==> src/rtl/pt_walker_pkg.sv <==
package pt_walker_pkg;

    localparam int unsigned PTW_VPN_W       = 20;
    localparam int unsigned PTW_PPN_W       = 20;
    localparam int unsigned PTW_WORD_W      = 32;
    localparam int unsigned PTW_PRESENT_BIT = 31;

    typedef enum logic [2:0] {
        WK_IDLE    = 3'd0,
        WK_DIR_RD  = 3'd1,
        WK_DIR_WT  = 3'd2,
        WK_LEAF_RD = 3'd3,
        WK_LEAF_WT = 3'd4,
        WK_RESP    = 3'd5
    } walk_state_e;

    typedef enum logic {
        SEL_DIR  = 1'b0,
        SEL_LEAF = 1'b1
    } rd_sel_e;

    function automatic logic is_read_state(walk_state_e s);
        return (s == WK_DIR_RD) || (s == WK_LEAF_RD);
    endfunction

    function automatic rd_sel_e level_of(walk_state_e s);
        return ((s == WK_LEAF_RD) || (s == WK_LEAF_WT)) ? SEL_LEAF : SEL_DIR;
    endfunction

endpackage

==> src/rtl/pt_base_reg.sv <==
module pt_base_reg
    import pt_walker_pkg::*;
#(
    parameter int unsigned PPN_W = PTW_PPN_W
) (
    input  logic             clk,
    input  logic             rst,
    input  logic             load_en,
    input  logic [PPN_W-1:0] load_ppn,
    input  logic             idle,
    output logic [PPN_W-1:0] base_ppn
);

    always_ff @(posedge clk) begin
        if (rst) begin
            base_ppn <= '0;
        end else if (load_en && idle) begin
            base_ppn <= load_ppn;
        end
    end

endmodule

==> src/rtl/pt_addr_mux.sv <==
module pt_addr_mux
    import pt_walker_pkg::*;
#(
    parameter int unsigned VPN_W  = PTW_VPN_W,
    parameter int unsigned PPN_W  = PTW_PPN_W,
    parameter int unsigned IDX_W  = VPN_W / 2,
    parameter int unsigned ADDR_W = PPN_W + IDX_W
) (
    input  rd_sel_e           sel,
    input  logic [PPN_W-1:0]  base_ppn,
    input  logic [PPN_W-1:0]  tbl_ppn,
    input  logic [VPN_W-1:0]  vpn,
    output logic [ADDR_W-1:0] addr
);

    logic [IDX_W-1:0] dir_idx;
    logic [IDX_W-1:0] leaf_idx;

    assign dir_idx  = vpn[VPN_W-1 -: IDX_W];
    assign leaf_idx = vpn[IDX_W-1:0];

    always_comb begin
        if (sel == SEL_LEAF) begin
            addr = {tbl_ppn, leaf_idx};
        end else begin
            addr = {base_ppn, dir_idx};
        end
    end

endmodule

==> src/rtl/pt_walk_ctrl.sv <==
module pt_walk_ctrl
    import pt_walker_pkg::*;
#(
    parameter int unsigned VPN_W       = PTW_VPN_W,
    parameter int unsigned PPN_W       = PTW_PPN_W,
    parameter int unsigned WORD_W      = PTW_WORD_W,
    parameter int unsigned PRESENT_BIT = PTW_PRESENT_BIT
) (
    input  logic              clk,
    input  logic              rst,
    input  logic              req_valid,
    input  logic [VPN_W-1:0]  req_vpn,
    output logic              req_ready,
    output logic              rsp_valid,
    input  logic              rsp_ready,
    output logic              rsp_fault,
    output logic [PPN_W-1:0]  rsp_ppn,
    output logic              mem_req_valid,
    input  logic              mem_req_ready,
    input  logic              mem_rsp_valid,
    input  logic [WORD_W-1:0] mem_rsp_data,
    output rd_sel_e           rd_sel,
    output logic [VPN_W-1:0]  vpn_q,
    output logic [PPN_W-1:0]  tbl_ppn_q
);

    walk_state_e      state_q;
    logic             fault_q;
    logic [PPN_W-1:0] ppn_q;
    logic             ent_present;
    logic [PPN_W-1:0] ent_ppn;
    logic             ent_unused;

    assign ent_present = mem_rsp_data[PRESENT_BIT];
    assign ent_ppn     = mem_rsp_data[PPN_W-1:0];
    assign ent_unused  = ^mem_rsp_data;

    assign req_ready     = (state_q == WK_IDLE);
    assign rsp_valid     = (state_q == WK_RESP);
    assign mem_req_valid = is_read_state(state_q);
    assign rd_sel        = level_of(state_q);
    assign rsp_fault     = fault_q;
    assign rsp_ppn       = ppn_q;

    always_ff @(posedge clk) begin
        if (rst) begin
            state_q   <= WK_IDLE;
            vpn_q     <= '0;
            tbl_ppn_q <= '0;
            fault_q   <= 1'b0;
            ppn_q     <= '0;
        end else begin
            case (state_q)
                WK_IDLE: begin
                    if (req_valid) begin
                        vpn_q   <= req_vpn;
                        state_q <= WK_DIR_RD;
                    end
                end
                WK_DIR_RD: begin
                    if (mem_req_ready) begin
                        state_q <= WK_DIR_WT;
                    end
                end
                WK_DIR_WT: begin
                    if (mem_rsp_valid) begin
                        if (ent_present) begin
                            tbl_ppn_q <= ent_ppn;
                            state_q   <= WK_LEAF_RD;
                        end else begin
                            fault_q <= 1'b1;
                            ppn_q   <= '0;
                            state_q <= WK_RESP;
                        end
                    end
                end
                WK_LEAF_RD: begin
                    if (mem_req_ready) begin
                        state_q <= WK_LEAF_WT;
                    end
                end
                WK_LEAF_WT: begin
                    if (mem_rsp_valid) begin
                        fault_q <= ~ent_present;
                        ppn_q   <= ent_present ? ent_ppn : '0;
                        state_q <= WK_RESP;
                    end
                end
                WK_RESP: begin
                    if (rsp_ready) begin
                        state_q <= WK_IDLE;
                    end
                end
                default: state_q <= WK_IDLE;
            endcase
        end
    end


    rsp_hold_chk: assert property (@(posedge clk) disable iff (rst)
        rsp_valid && !rsp_ready |=> rsp_valid && $stable(rsp_ppn) && $stable(rsp_fault));


    fault_ppn_zero_chk: assert property (@(posedge clk) disable iff (rst)
        rsp_valid && rsp_fault |-> rsp_ppn == '0);

endmodule

==> src/rtl/pt_walker.sv <==
module pt_walker
    import pt_walker_pkg::*;
#(
    parameter int unsigned VPN_W       = PTW_VPN_W,
    parameter int unsigned PPN_W       = PTW_PPN_W,
    parameter int unsigned WORD_W      = PTW_WORD_W,
    parameter int unsigned PRESENT_BIT = PTW_PRESENT_BIT,
    localparam int unsigned IDX_W      = VPN_W / 2,
    localparam int unsigned ADDR_W     = PPN_W + IDX_W
) (
    input  logic              clk,
    input  logic              rst,
    input  logic              req_valid,
    output logic              req_ready,
    input  logic [VPN_W-1:0]  req_vpn,
    output logic              rsp_valid,
    input  logic              rsp_ready,
    output logic              rsp_fault,
    output logic [PPN_W-1:0]  rsp_ppn,
    input  logic              base_load,
    input  logic [PPN_W-1:0]  base_ppn_in,
    output logic              mem_req_valid,
    input  logic              mem_req_ready,
    output logic [ADDR_W-1:0] mem_req_addr,
    input  logic              mem_rsp_valid,
    input  logic [WORD_W-1:0] mem_rsp_data
);

    logic [PPN_W-1:0] base_q;
    logic [PPN_W-1:0] tbl_ppn_q;
    logic [VPN_W-1:0] vpn_q;
    rd_sel_e          rd_sel;

    pt_base_reg #(.PPN_W(PPN_W)) u_base (
        .clk      (clk),
        .rst      (rst),
        .load_en  (base_load),
        .load_ppn (base_ppn_in),
        .idle     (req_ready),
        .base_ppn (base_q)
    );

    pt_walk_ctrl #(
        .VPN_W       (VPN_W),
        .PPN_W       (PPN_W),
        .WORD_W      (WORD_W),
        .PRESENT_BIT (PRESENT_BIT)
    ) u_ctrl (
        .clk           (clk),
        .rst           (rst),
        .req_valid     (req_valid),
        .req_vpn       (req_vpn),
        .req_ready     (req_ready),
        .rsp_valid     (rsp_valid),
        .rsp_ready     (rsp_ready),
        .rsp_fault     (rsp_fault),
        .rsp_ppn       (rsp_ppn),
        .mem_req_valid (mem_req_valid),
        .mem_req_ready (mem_req_ready),
        .mem_rsp_valid (mem_rsp_valid),
        .mem_rsp_data  (mem_rsp_data),
        .rd_sel        (rd_sel),
        .vpn_q         (vpn_q),
        .tbl_ppn_q     (tbl_ppn_q)
    );

    pt_addr_mux #(
        .VPN_W  (VPN_W),
        .PPN_W  (PPN_W),
        .IDX_W  (IDX_W),
        .ADDR_W (ADDR_W)
    ) u_addr (
        .sel      (rd_sel),
        .base_ppn (base_q),
        .tbl_ppn  (tbl_ppn_q),
        .vpn      (vpn_q),
        .addr     (mem_req_addr)
    );


    mem_req_hold_chk: assert property (@(posedge clk) disable iff (rst)
        mem_req_valid && !mem_req_ready |=> mem_req_valid && $stable(mem_req_addr));


    one_outstanding_chk: assert property (@(posedge clk) disable iff (rst)
        mem_req_valid && mem_req_ready |=> !mem_req_valid);


    base_frozen_chk: assert property (@(posedge clk) disable iff (rst)
        !req_ready |=> $stable(base_q));


    accept_starts_walk_chk: assert property (@(posedge clk) disable iff (rst)
        req_valid && req_ready |=> mem_req_valid && !req_ready && !rsp_valid);

endmodule

==> config.mk <==
export PLATFORM = sky130hd
export DESIGN_NAME = pt_walker
export DESIGN_NICKNAME = d
export VERILOG_FILES = /design/src/rtl/pt_walker_pkg.sv /design/src/rtl/pt_base_reg.sv /design/src/rtl/pt_addr_mux.sv /design/src/rtl/pt_walk_ctrl.sv /design/src/rtl/pt_walker.sv
export SDC_FILE = /design/constraint.sdc
export NUM_CORES = 1
export LEC_CHECK = 0
export ABC_AREA = 0
export BUFFER_PORTS_ARGS = -buffer_cell sky130_fd_sc_hd__buf_2
export CAP_MARGIN = 5
export CORE_UTILIZATION = 45
export CTS_BUF_LIST = sky130_fd_sc_hd__clkbuf_8
export DETAILED_ROUTE_END_ITERATION = 6
export GPL_ROUTABILITY_DRIVEN = 0
export HOLD_SLACK_MARGIN = 0.06
export PLACE_DENSITY_LB_ADDON = 0.2
export SETUP_SLACK_MARGIN = 0.05
export SKIP_LAST_GASP = 1
export SLEW_MARGIN = 20
export SYNTH_ARGS = -nofsm -noshare
export SYNTH_HDL_FRONTEND = slang
export SYNTH_SLANG_ARGS = --single-unit
==> constraint.sdc <==
create_clock -name clk -period 4.32 [get_ports clk]
set_input_delay 1.08 -clock clk [delete_from_list [all_inputs] [get_ports clk]]
set_output_delay 1.08 -clock clk [all_outputs]
set_load 0.005 [all_outputs]
# Word-level counts from Yosys, hierarchy flattened
# Cells that the tools add are included.
[totals] input_bits=79 out_inout_bits=54 ff_bits=84 word_cells=47
[classes] muxes=19 reduce_logical=9 eq_ne=12 bitwise_logic=1
[op_table] operator="20-bit two-way mux" count=4
[op_table] operator="20-bit one-hot mux with 2 select lines" count=1
[op_table] operator="30-bit two-way mux" count=1
[op_table] operator="3-bit two-way mux" count=7
[op_table] operator="3-bit one-hot mux with 6 select lines" count=1
[op_table] operator="2-bit != test (second input constant)" count=6
[op_table] operator="3-bit by 2-bit == test with 1-bit output (second input constant)" count=2
[op_table] operator="3-bit == test (second input constant)" count=2
[op_table] operator="6-bit AND reduction" count=1
[op_table] operator="1-bit two-way mux" count=4
[op_table] operator="4-bit AND reduction" count=1
[op_table] operator="3-bit by 1-bit == test with 1-bit output (second input constant)" count=1
[op_table] operator="3-bit logical NOT" count=1
[op_table] operator="3-bit AND reduction" count=1
[op_table] operator="1-bit logical OR" count=2
[op_table] operator="2-bit by 1-bit != test with 1-bit output (second input constant)" count=1
[op_table] operator="1-bit one-hot mux with 2 select lines" count=1
[op_table] operator="2-bit AND reduction" count=1
[op_table] operator="2-bit nonzero test" count=1
[op_table] operator="1-bit logical AND" count=1
[op_table] operator="1-bit inverter" count=1

# Longest topological paths before layout
# Gate-level depths: netlist of run 1.
[depth] depth_word=4 mapped_depth=6 ltp_nobuf=4

# Modules after synthesis
# Synthesis of run 1 repeated with hierarchy kept, for this count alone.
[unflattened] cells_unflattened=405 hier_area_um2=3872.5
[modules_own_cells] mod="pt_walk_ctrl" seq_area_each_um2=1281.2 instances=1 area_per_inst_um2=2444.8 cells_each=282
[modules_own_cells] mod="pt_base_reg" seq_area_each_um2=400.4 instances=1 area_per_inst_um2=943.4 cells_each=90
[modules_own_cells] mod="pt_addr_mux" seq_area_each_um2=0.0 instances=1 area_per_inst_um2=484.2 cells_each=33

# Least setup slack after synthesis of run 1
# Ideal clock, no wire load.
[synth_timing] kind="register to output" start="register u_ctrl.state_q[1]" end="output mem_req_addr[0]" slack_ns=1.859 n_path_buf=2 t_arrival_ns=1.381 path_stages_with_launch=6 required_ns=3.240 cell_sequence="dfxtp_1 > buf_4 > nor2b_1 > a22oi_1 > buf_4 > mux2_2"
[synth_between] elab_chain_cells=4 word_cells_on_any_way=5 classes_between="eq/ne: 2; mux: 2; reduce/logical: 1"
[synth_rtl] item="start: declaration" line_no="pt_walk_ctrl.sv:27" text="walk_state_e state_q;"
[synth_rtl] item="start signal: assignment" line_no="pt_walk_ctrl.sv:47" text="state_q <= WK_IDLE;"
[synth_rtl] item="start signal: assignment" line_no="pt_walk_ctrl.sv:57" text="state_q <= WK_DIR_RD;"
[synth_rtl] item="start signal: assignment" line_no="pt_walk_ctrl.sv:62" text="state_q <= WK_DIR_WT;"
[synth_rtl] item="3-bit by 2-bit == test with 1-bit output / 3-bit == test (equally long branches)" line_no="pt_walker_pkg.sv:27" text="return ((s == WK_LEAF_RD) || (s == WK_LEAF_WT)) ? SEL_LEAF : SEL_DIR;"
[synth_rtl] item="1-bit logical OR (*)" line_no="pt_walker_pkg.sv:27"
[synth_rtl] item="1-bit two-way mux (*)" line_no="pt_walker_pkg.sv:27"
[synth_rtl] item="30-bit two-way mux (*)" line_no="pt_addr_mux.sv:23" text="if (sel == SEL_LEAF) begin"
[synth_rtl] item="end: declaration" line_no="pt_walker.sv:24" text="output logic [ADDR_W-1:0] mem_req_addr,"
# Every way passes the cells marked *; elsewhere a longest branch is shown, timed or not.

# Worst setup path after layout of run 1
[layout_timing] start="register u_ctrl.state_q[0]" end="output mem_req_addr[4]"
# Same word-level chain as after synthesis.

==> flow_summary.yaml, run 1 <==
critical_path:
  crit_chain: "nor2_1, a22oi_2, buf_4, mux2_2, buf_2"
  worst-path-buf-inv: 2
  critPathCaptureType: "output pin"
  critPathKind: "flip-flop to output pin"
  critPathLaunchType: "flip-flop"
  worst_path_max_delay_cell: "dfxtp_1"
  cp.required_ns: 3.24
  worstPathMaxFanout: 18
  arrival_ns: 2.20
  critPathMaxStageDelay_ns: 0.67
  critPathTopFamily: "flip-flops"
sta:
  layout_min_cycle_time_ns: 3.28
  slew_headroom_pct: 47.8
  setup_viol: 0
  final-hold-violation-count: 0
  fin_crit_sh_pct: 75.8
  skew_ns: 0.00617
  rsz0062_at_grt: "no"
  timing.fmax_mhz: 305
  tightest_slew_ns: 0.784
  final-max-slew-violation-count: 0
  final.setup.tns_ns: 0
layout:
  layout_common_cells: "126 x nand2_1, 121 x buf_2, 84 x dfxtp_1"
  n_antenna_cell: 0
  layout-drive-gt1-share_pct: 34.7
  nNetsFinal: 575
  area_growth_pct: 24.0
  fin_util_pct: 57.6
  layout_commonest_cell: "nand2_1"
power_and_ir_drop:
  p_per_area_nw_per_um2: 411
  p_leak_uw: 0.00185
  irDropWorstVdd_mv: 0.192
cts:
  cts.sinks: 84
  cts_buffers: 9
  cts-htree-levels: 3
  clk_latency_ns: 0.34
  hold_buffers: 0
  clock_path_buffers: 2
  cts_setup_buffers: 0
  cts.clk_slew.worst_paths_ns: 0.08
  root_buffer: "clkbuf_8"
  post_cts_resized: 0
  tritoncts: "yes"
yosys:
  synth-seq-cells: 84
  synth_nets: 467
  yosys.area.top_type_share_pct: 49.9
  synth.area.top_cells: "dfxtp_1 50%, nand2_1 14%, a21oi_1 9.2%"
  async_reset_ff_share_pct: 0
  ys_seq_area_share_pct: 49.9
  synth_warnings: 0
  syn-cell-area_um2: 3370
  synth_top_area_cell: "dfxtp_1"
  synth_area_per_cell_um2: 8.68
  synth_edf_count: 0
  synth_top_flop_cell: "dfxtp_1"
  netlist_instances: 388
  synth.distinct_cells: 31
route:
  via_per_inst: 4.98
  ant_nets: 0
  drtPass1Iterations: 6
  drt-total-wl_um: 8020
  drc: 2
  wire_per_inst_um: 13.4
  drtIter0Drc: 94
  vias: 2990
global_route:
  met3_usage_pct: 5.50
  met1_usage_pct: 24.7
  grt_pass1_wl_um: 12700
  grt_pass1_vias: 2773
  grt_max_degree: 44
  use_met2_pct: 36.0
  grt-ovfl-total: 0
  grt_use_total_pct: 21.0
  antenna_found_initial: 0
  gr-max-usage-layer: "met2"
die:
  die_w_um: 88.5
  start_util_pct: 46.5
  die_h_um: 88.5
  rows: 31
  num_io_pins: 133
  coreArea_um2: 7250
  die-area_um2: 7840
flow_run:
  maxCapViolations: 0
outcome:
  failed_checks: "DRC"
  status: "finished with violations"
placed_design:
  numPortBuffers: 121
  dp_hpwl_um: 5560
worst_hold_path:
  hp-class: "flip-flop to flip-flop"
-- metal layers --
metal / part of all wire [%] / vias to the layer above
met3: 6.1 / 12
met4: 1.6 / 0
li1: - / 1526
met1: 43 / 1370
met5: 0 / -
met2: 50 / 82
-- stage by stage --
step	cell area, um^2	setup slack [ns]	cells	hold WS (ns)	total power, uW
CTS	4180	1.03	600	0.457	1740
global route	4180	0.905	600	0.470	1820
finish	4180	1.04	600	0.456	1720
detailed placement	4010	1.45	584	0.447	1250
global placement	4010	1.46	584	0.439	1240
floorplan	3370	1.86	388	0.432	1130
-- power breakdown --
part	leakage, uW	total, uW	internal, uW	switching, uW
clock network	0.0000907	485	218	266
logic	0.00108	359	162	196
registers	0.000683	875	831	43.6
total	0.00185	1720	1210	507
-- logic make-up after synthesis --
family	synth area share (%)
simple gates	18.0
compound gates	16.5
flops	49.9
mux	11.0
buf+inv	4.64
-- cells in the mapped netlist (2+ instances only) --
cell type,number
mux2_2,27
buf_6,2
a22o_1,20
dfxtp_1,84
a21oi_1,62
and2_1,2
nand2b_1,3
nor2_1,8
clkbuf_1,16
mux2_1,4
a221oi_1,2
nor3_1,3
mux2i_1,2
buf_4,4
nand2_1,126
buf_2,8
-- state kept, by name (all words and copies together), names as in the netlist --
| register | count |
|---|---|
| u_ctrl.rsp_ppn | 20 |
| u_ctrl.vpn_q | 20 |
| u_base.base_ppn | 20 |
| u_ctrl.state_q | 3 |
| u_ctrl.tbl_ppn_q | 20 |
| u_ctrl.rsp_fault | 1 |
-- worst paths after layout --
kind,startpoint,endpoint,slack [ns],cells past startpoint
setup reg to reg,u_ctrl.state_q[0],u_ctrl.vpn_q[19],2.39,4
hold reg to reg,u_base.base_ppn[19],u_base.base_ppn[19],0.46,2
setup / recovery,u_ctrl.state_q[0],mem_req_addr[4],1.04,5
hold / removal,u_base.base_ppn[19],u_base.base_ppn[19],0.46,2
-- worst reg2reg max path, stage by stage, from the launching register on --
cell     delay [ns]
dfxtp_1        0.48
nor3_2         0.38
and2_1         0.61
nand2_1        0.17
a21oi_1        0.20
-- area by class of cell --
type                       count  area, um^2
clock inverter                 6        32.5
clock buffer                  10         138
timing repair buffer         127         651
inverter                       1        3.75
sequential                    84        1680
multi-input combinational    273        1550
tap                           99         124
fill                         709        3080
No activity file was read; power rests on OpenSTA's default activity.
==> run 2, diff against run 1 <==
==> constraint.sdc (replaced) <==
create_clock -name clk -period 3 [get_ports clk]
set_input_delay 0.75 -clock clk [delete_from_list [all_inputs] [get_ports clk]]
set_output_delay 0.75 -clock clk [all_outputs]
set_load 0.005 [all_outputs]
==> run 2 against run 1 <==
Effect of this change:
- the flow still finishes with violations (DRC)
- worst setup slack got worse by 0.81 ns
- critical path depth did not move
- clock skew rose by 0.00085 ns
- largest cell class unchanged
==> flow_summary.yaml, run 2 (synthesized netlist as in run 1, its figures left out) <==
sta:
  rsz0062_at_grt: "no"
  hold-worst-slack_ns: 0.455
  tightest_slew_ns: 0.794
  setup_ws_ns: 0.230
  final-max-slew-violation-count: 0
  timing.fmax_mhz: 361
  skew_ns: 0.00702
  layout_min_cycle_time_ns: 2.77
  setup_viol: 0
  slew_headroom_pct: 47.1
  final.setup.tns_ns: 0
  fin_crit_sh_pct: 92.3
  final-hold-violation-count: 0
die:
  die_h_um: 88.5
  num_io_pins: 133
  start_util_pct: 46.5
  coreArea_um2: 7250
  die-area_um2: 7840
  rows: 31
  die_w_um: 88.5
placed_design:
  post-place-ws_ns: 0.601
  numPortBuffers: 121
  dp_hpwl_um: 5480
critical_path:
  arrival_ns: 2.02
  crit_chain: "nor2_1, a22oi_2, buf_4, mux2_2, buf_2"
  worst_path_max_delay_cell: "dfxtp_1"
  critPathKind: "flip-flop to output pin"
  critPathMaxStageDelay_ns: 0.54
  worstPathMaxFanout: 18
  cp.required_ns: 2.25
  critPathCaptureType: "output pin"
  critPathLaunchType: "flip-flop"
global_route:
  grt-ovfl-total: 0
  grt_use_total_pct: 20.7
  met1_usage_pct: 24.4
  grt_max_degree: 43
  use_met2_pct: 35.7
  grt_pass1_vias: 2728
  grt_pass1_wl_um: 12300
  gr-max-usage-layer: "met2"
  antenna_found_initial: 0
  met3_usage_pct: 5.32
outcome:
  failed_checks: "DRC"
  status: "finished with violations"
route:
  ant_nets: 0
  wire_per_inst_um: 13.3
  vias: 3005
  drt-total-wl_um: 8010
  drtIter0Drc: 86
  drc: 2
  drtPass1Iterations: 7
  via_per_inst: 5.00
cts:
  clock_path_buffers: 2
  cts.sinks: 84
  root_buffer: "clkbuf_8"
  clk_latency_ns: 0.35
  cts-htree-levels: 3
  post_cts_resized: 0
  cts.clk_slew.worst_paths_ns: 0.08
  hold_buffers: 0
  cts_setup_buffers: 0
  cts_buffers: 9
  tritoncts: "yes"
layout:
  nNetsFinal: 577
  area_growth_pct: 24.0
  layout_commonest_cell: "nand2_1"
  layout_common_cells: "126 x nand2_1, 121 x buf_2, 84 x dfxtp_1"
  n_antenna_cell: 0
  layout-drive-gt1-share_pct: 35.1
  fillers: 717
worst_hold_path:
  hp-class: "flip-flop to flip-flop"
power_and_ir_drop:
  irDropWorstVdd_mv: 0.288
  p_leak_uw: 0.00185
  power_uw: 2460
  p_per_area_nw_per_um2: 589
flow_run:
  maxCapViolations: 0
==> run 2: cell types whose count changed in the layout (fill, tap and decap cells not counted) <==
cell | previous run | this run
clkinv_2 | 2 | 3
clkbuf_8 | 10 | 9
inv_1 | 3 | 2
buf_4 | 6 | 8
==> run 2: metal layers <==
| layer | part of all wire [%] | up-vias |
|---|---|---|
| li1 | - | 1531 |
| met1 | 45 | 1377 |
| met2 | 48 | 85 |
| met3 | 5.9 | 12 |
| met4 | 1.4 | 0 |
| met5 | 0 | - |
==> run 2: where the power goes <==
| part | internal, uW | switching [uW] | total, uW |
|---|---|---|---|
| combinational | 241 | 310 | 551 |
| sequential | 1200 | 40.8 | 1240 |
| clock | 288 | 384 | 673 |
==> run 2: cell type report <==
class | instances | area (um^2) | area share [%]
repair buffers | 129 | 666 | 15.9
clock inverters | 6 | 33.8 | 0.808
well taps | 99 | 124 | 2.96
flip-flops and latches | 84 | 1680 | 40.2
clock buffers | 9 | 124 | 2.96
multi-input cells | 273 | 1550 | 37.0
inverters | 1 | 3.75 | 0.0898
==> run 2: worst paths after layout <==
path,slack [ns],end,cells after the start,start
min,0.46,u_ctrl.vpn_q[3],2,u_ctrl.vpn_q[3]
max,0.23,mem_req_addr[23],5,u_ctrl.state_q[1]
max reg2reg,1.10,u_base.base_ppn[9],5,u_ctrl.state_q[0]
min reg2reg,0.46,u_ctrl.vpn_q[3],2,u_ctrl.vpn_q[3]
==> run 2: stage by stage <==
stage / std cells / cell area (um^2) / util, %
after detailed placement: 586 / 4020 / 55.4
after CTS: 601 / 4180 / 57.6
after floorplan: 388 / 3370 / -
after global placement: 586 / 4020 / 55.4
final: 601 / 4180 / 57.6
after global routing: 601 / 4180 / 57.6
==> run 2: worst max-delay path, delay by kind of cell (launching register included) <==
| family | cells | cell delay [ns] |
|---|---|---|
| muxes | 1 | 0.38 |
| and+or+nand+nor | 1 | 0.14 |
| buffers and inverters | 2 | 0.44 |
| AOI/OAI and AO/OA | 1 | 0.17 |
| DFF | 1 | 0.54 |
==> run 3, diff against run 2 <==
--- a/config.mk
+++ b/config.mk
@@ -8,6 +8,7 @@
 export ABC_AREA = 0
 export BUFFER_PORTS_ARGS = -buffer_cell sky130_fd_sc_hd__buf_2
 export CAP_MARGIN = 5
+export CORE_ASPECT_RATIO = 1.4
 export CORE_UTILIZATION = 45
 export CTS_BUF_LIST = sky130_fd_sc_hd__clkbuf_8
 export DETAILED_ROUTE_END_ITERATION = 6
==> run 3 against run 2 <==
Effect of this change:
- the flow now finishes without violations
- clock-buffer cell count unchanged
- power up 3.2%
- global-route usage up 0.94 points
- wire length up 0.62%
- combinational power down 3%
- first-iteration DRC count up 38%
- worst hold slack about the same
- largest power group unchanged
- fmax up 0.70%
==> flow_summary.yaml, run 3 (synthesized netlist as in run 1, its figures left out) <==
layout:
  layout-drive-gt1-share_pct: 35.1
  nNetsFinal: 576
  n_antenna_cell: 0
  area_growth_pct: 24.5
  fin_util_pct: 57.4
  layout_commonest_cell: "nand2_1"
  layout_common_cells: "126 x nand2_1, 121 x buf_2, 83 x dfxtp_1"
sta:
  setup_viol: 0
  fin_crit_sh_pct: 91.7
  timing.fmax_mhz: 364
  final-hold-violation-count: 0
  slew_headroom_pct: 48.8
  final.setup.tns_ns: 0
  final-max-slew-violation-count: 0
  tightest_slew_ns: 0.768
  rsz0062_at_grt: "no"
  skew_ns: 0.00898
  layout_min_cycle_time_ns: 2.75
  setup_ws_ns: 0.249
  hold-worst-slack_ns: 0.455
cts:
  cts-htree-levels: 3
  root_buffer: "clkbuf_8"
  cts.sinks: 84
  hold_buffers: 0
  post_cts_resized: 0
  clock_path_buffers: 2
  cts.clk_slew.worst_paths_ns: 0.07
  cts_setup_buffers: 0
  cts_buffers: 9
  clk_latency_ns: 0.35
  tritoncts: "yes"
critical_path:
  critPathKind: "flip-flop to output pin"
  rrSetupSlack_ns: 1.11
  rr_endpoint: "u_base.base_ppn[8]"
  critPathCaptureType: "output pin"
  crit_chain: "nor2b_1, a22oi_2, buf_4, mux2_1, buf_2"
  cp.required_ns: 2.25
  r2r-start: "u_ctrl.state_q[0]"
  worstPathMaxFanout: 17
  worst_path_max_delay_cell: "dfxtp_1"
  critPathMaxStageDelay_ns: 0.55
  critPathLaunchType: "flip-flop"
  reg2regPathDepth: 5
  arrival_ns: 2.00
outcome:
  status: "finished clean"
worst_hold_path:
  hold_path_depth: 2
  hold_end: "u_ctrl.vpn_q[10]"
  hp-class: "flip-flop to flip-flop"
  hp-start: "u_ctrl.vpn_q[10]"
route:
  via_per_inst: 5.03
  drtIter0Drc: 119
  drtPass1Iterations: 7
  drc: 0
  drt-total-wl_um: 8060
  ant_nets: 0
  wire_per_inst_um: 13.5
  vias: 3011
die:
  start_util_pct: 46.1
  die-area_um2: 7840
  rows: 37
  num_io_pins: 133
  die_h_um: 104
  coreArea_um2: 7310
  die_w_um: 75.1
placed_design:
  post-place-ws_ns: 0.471
  dp_hpwl_um: 5630
  numPortBuffers: 121
power_and_ir_drop:
  combPwrFrac_pct: 21.0
  p_leak_uw: 0.00187
  pwr-share-seq_pct: 49.2
  switchingPower_uw: 730
  irDropWorstVdd_mv: 0.390
  switching_share_pct: 28.8
  p_clk_share_pct: 29.8
  power.internal_uw: 1810
  p_per_area_nw_per_um2: 605
global_route:
  grt_use_total_pct: 21.6
  antenna_found_initial: 0
  grt-ovfl-total: 0
  grt_pass1_wl_um: 12800
  grt_max_degree: 41
  grt_pass1_vias: 2855
flow_run:
  maxCapViolations: 0
[run 3: changes by cell type in the layout (fill, tap and decap cells not counted), sizes merged]
cell and delta:
bufinv +1, inv +1, buf -1, clkinvlp -1
[run 3: cell type report]
cell class	instances	area [um^2]
Fill cell	740	3120
Sequential cell	84	1680
Multi-Input combinational cell	273	1550
Timing Repair Buffer	128	658
Clock buffer	9	124
Tap cell	97	121
Clock inverter	7	60.1
Inverter	1	3.75
[run 3: stage by stage]
stage	total power (uW)	area (um^2)	std cells
global placement	1800	4010	583
floorplan	1630	3370	388
detailed placement	1810	4010	583
CTS	2570	4200	599
global route	2680	4200	599
finish	2540	4200	599
[run 3: worst max path at each step]
| stage | startpoint | to | slack, ns | depth (start not counted) |
|---|---|---|---|---|
| after floorplan | u_ctrl.state_q[1] | mem_req_addr[0] | 0.87 | 5 |
| after global placement | u_ctrl.state_q[2] | mem_req_addr[0] | 0.49 | 5 |
| after detailed placement | u_ctrl.state_q[2] | mem_req_addr[0] | 0.47 | 5 |
| after CTS | u_ctrl.state_q[2] | mem_req_addr[0] | 0.07 | 5 |
| after global routing | u_ctrl.state_q[1] | mem_req_addr[29] | 0.10 | 5 |
| final | u_ctrl.state_q[1] | mem_req_addr[29] | 0.25 | 5 |
[run 3: critical path, delay by kind of cell (launching register included)]
kind / cells / cell delay [ns]
flip-flops: 1 / 0.55
AND/OR/NAND/NOR: 1 / 0.28
AO/OA/AOI/OAI: 1 / 0.12
buffers and inverters: 2 / 0.36
multiplexers: 1 / 0.34
[run 3: per-layer routing]
| metal | vias up | share of wire (%) | GRT usage, % |
|---|---|---|---|
| met2 | 92 | 49 | 36.1 |
| met1 | 1378 | 42 | 24.9 |
| met5 | - | 0 | 0 |
| li1 | 1526 | - | - |
| met3 | 15 | 6.4 | 5.62 |
| met4 | 0 | 2.6 | 10.6 |
[run 3: power by group through the flow]
stage | Combinational (uW) | Sequential [uW] | Clock, uW
after floorplan | 376 | 1250 | 0
after global placement | 533 | 1270 | 0
after detailed placement | 538 | 1280 | 0
after CTS | 541 | 1250 | 783
after global routing | 596 | 1260 | 820
final | 534 | 1250 | 756
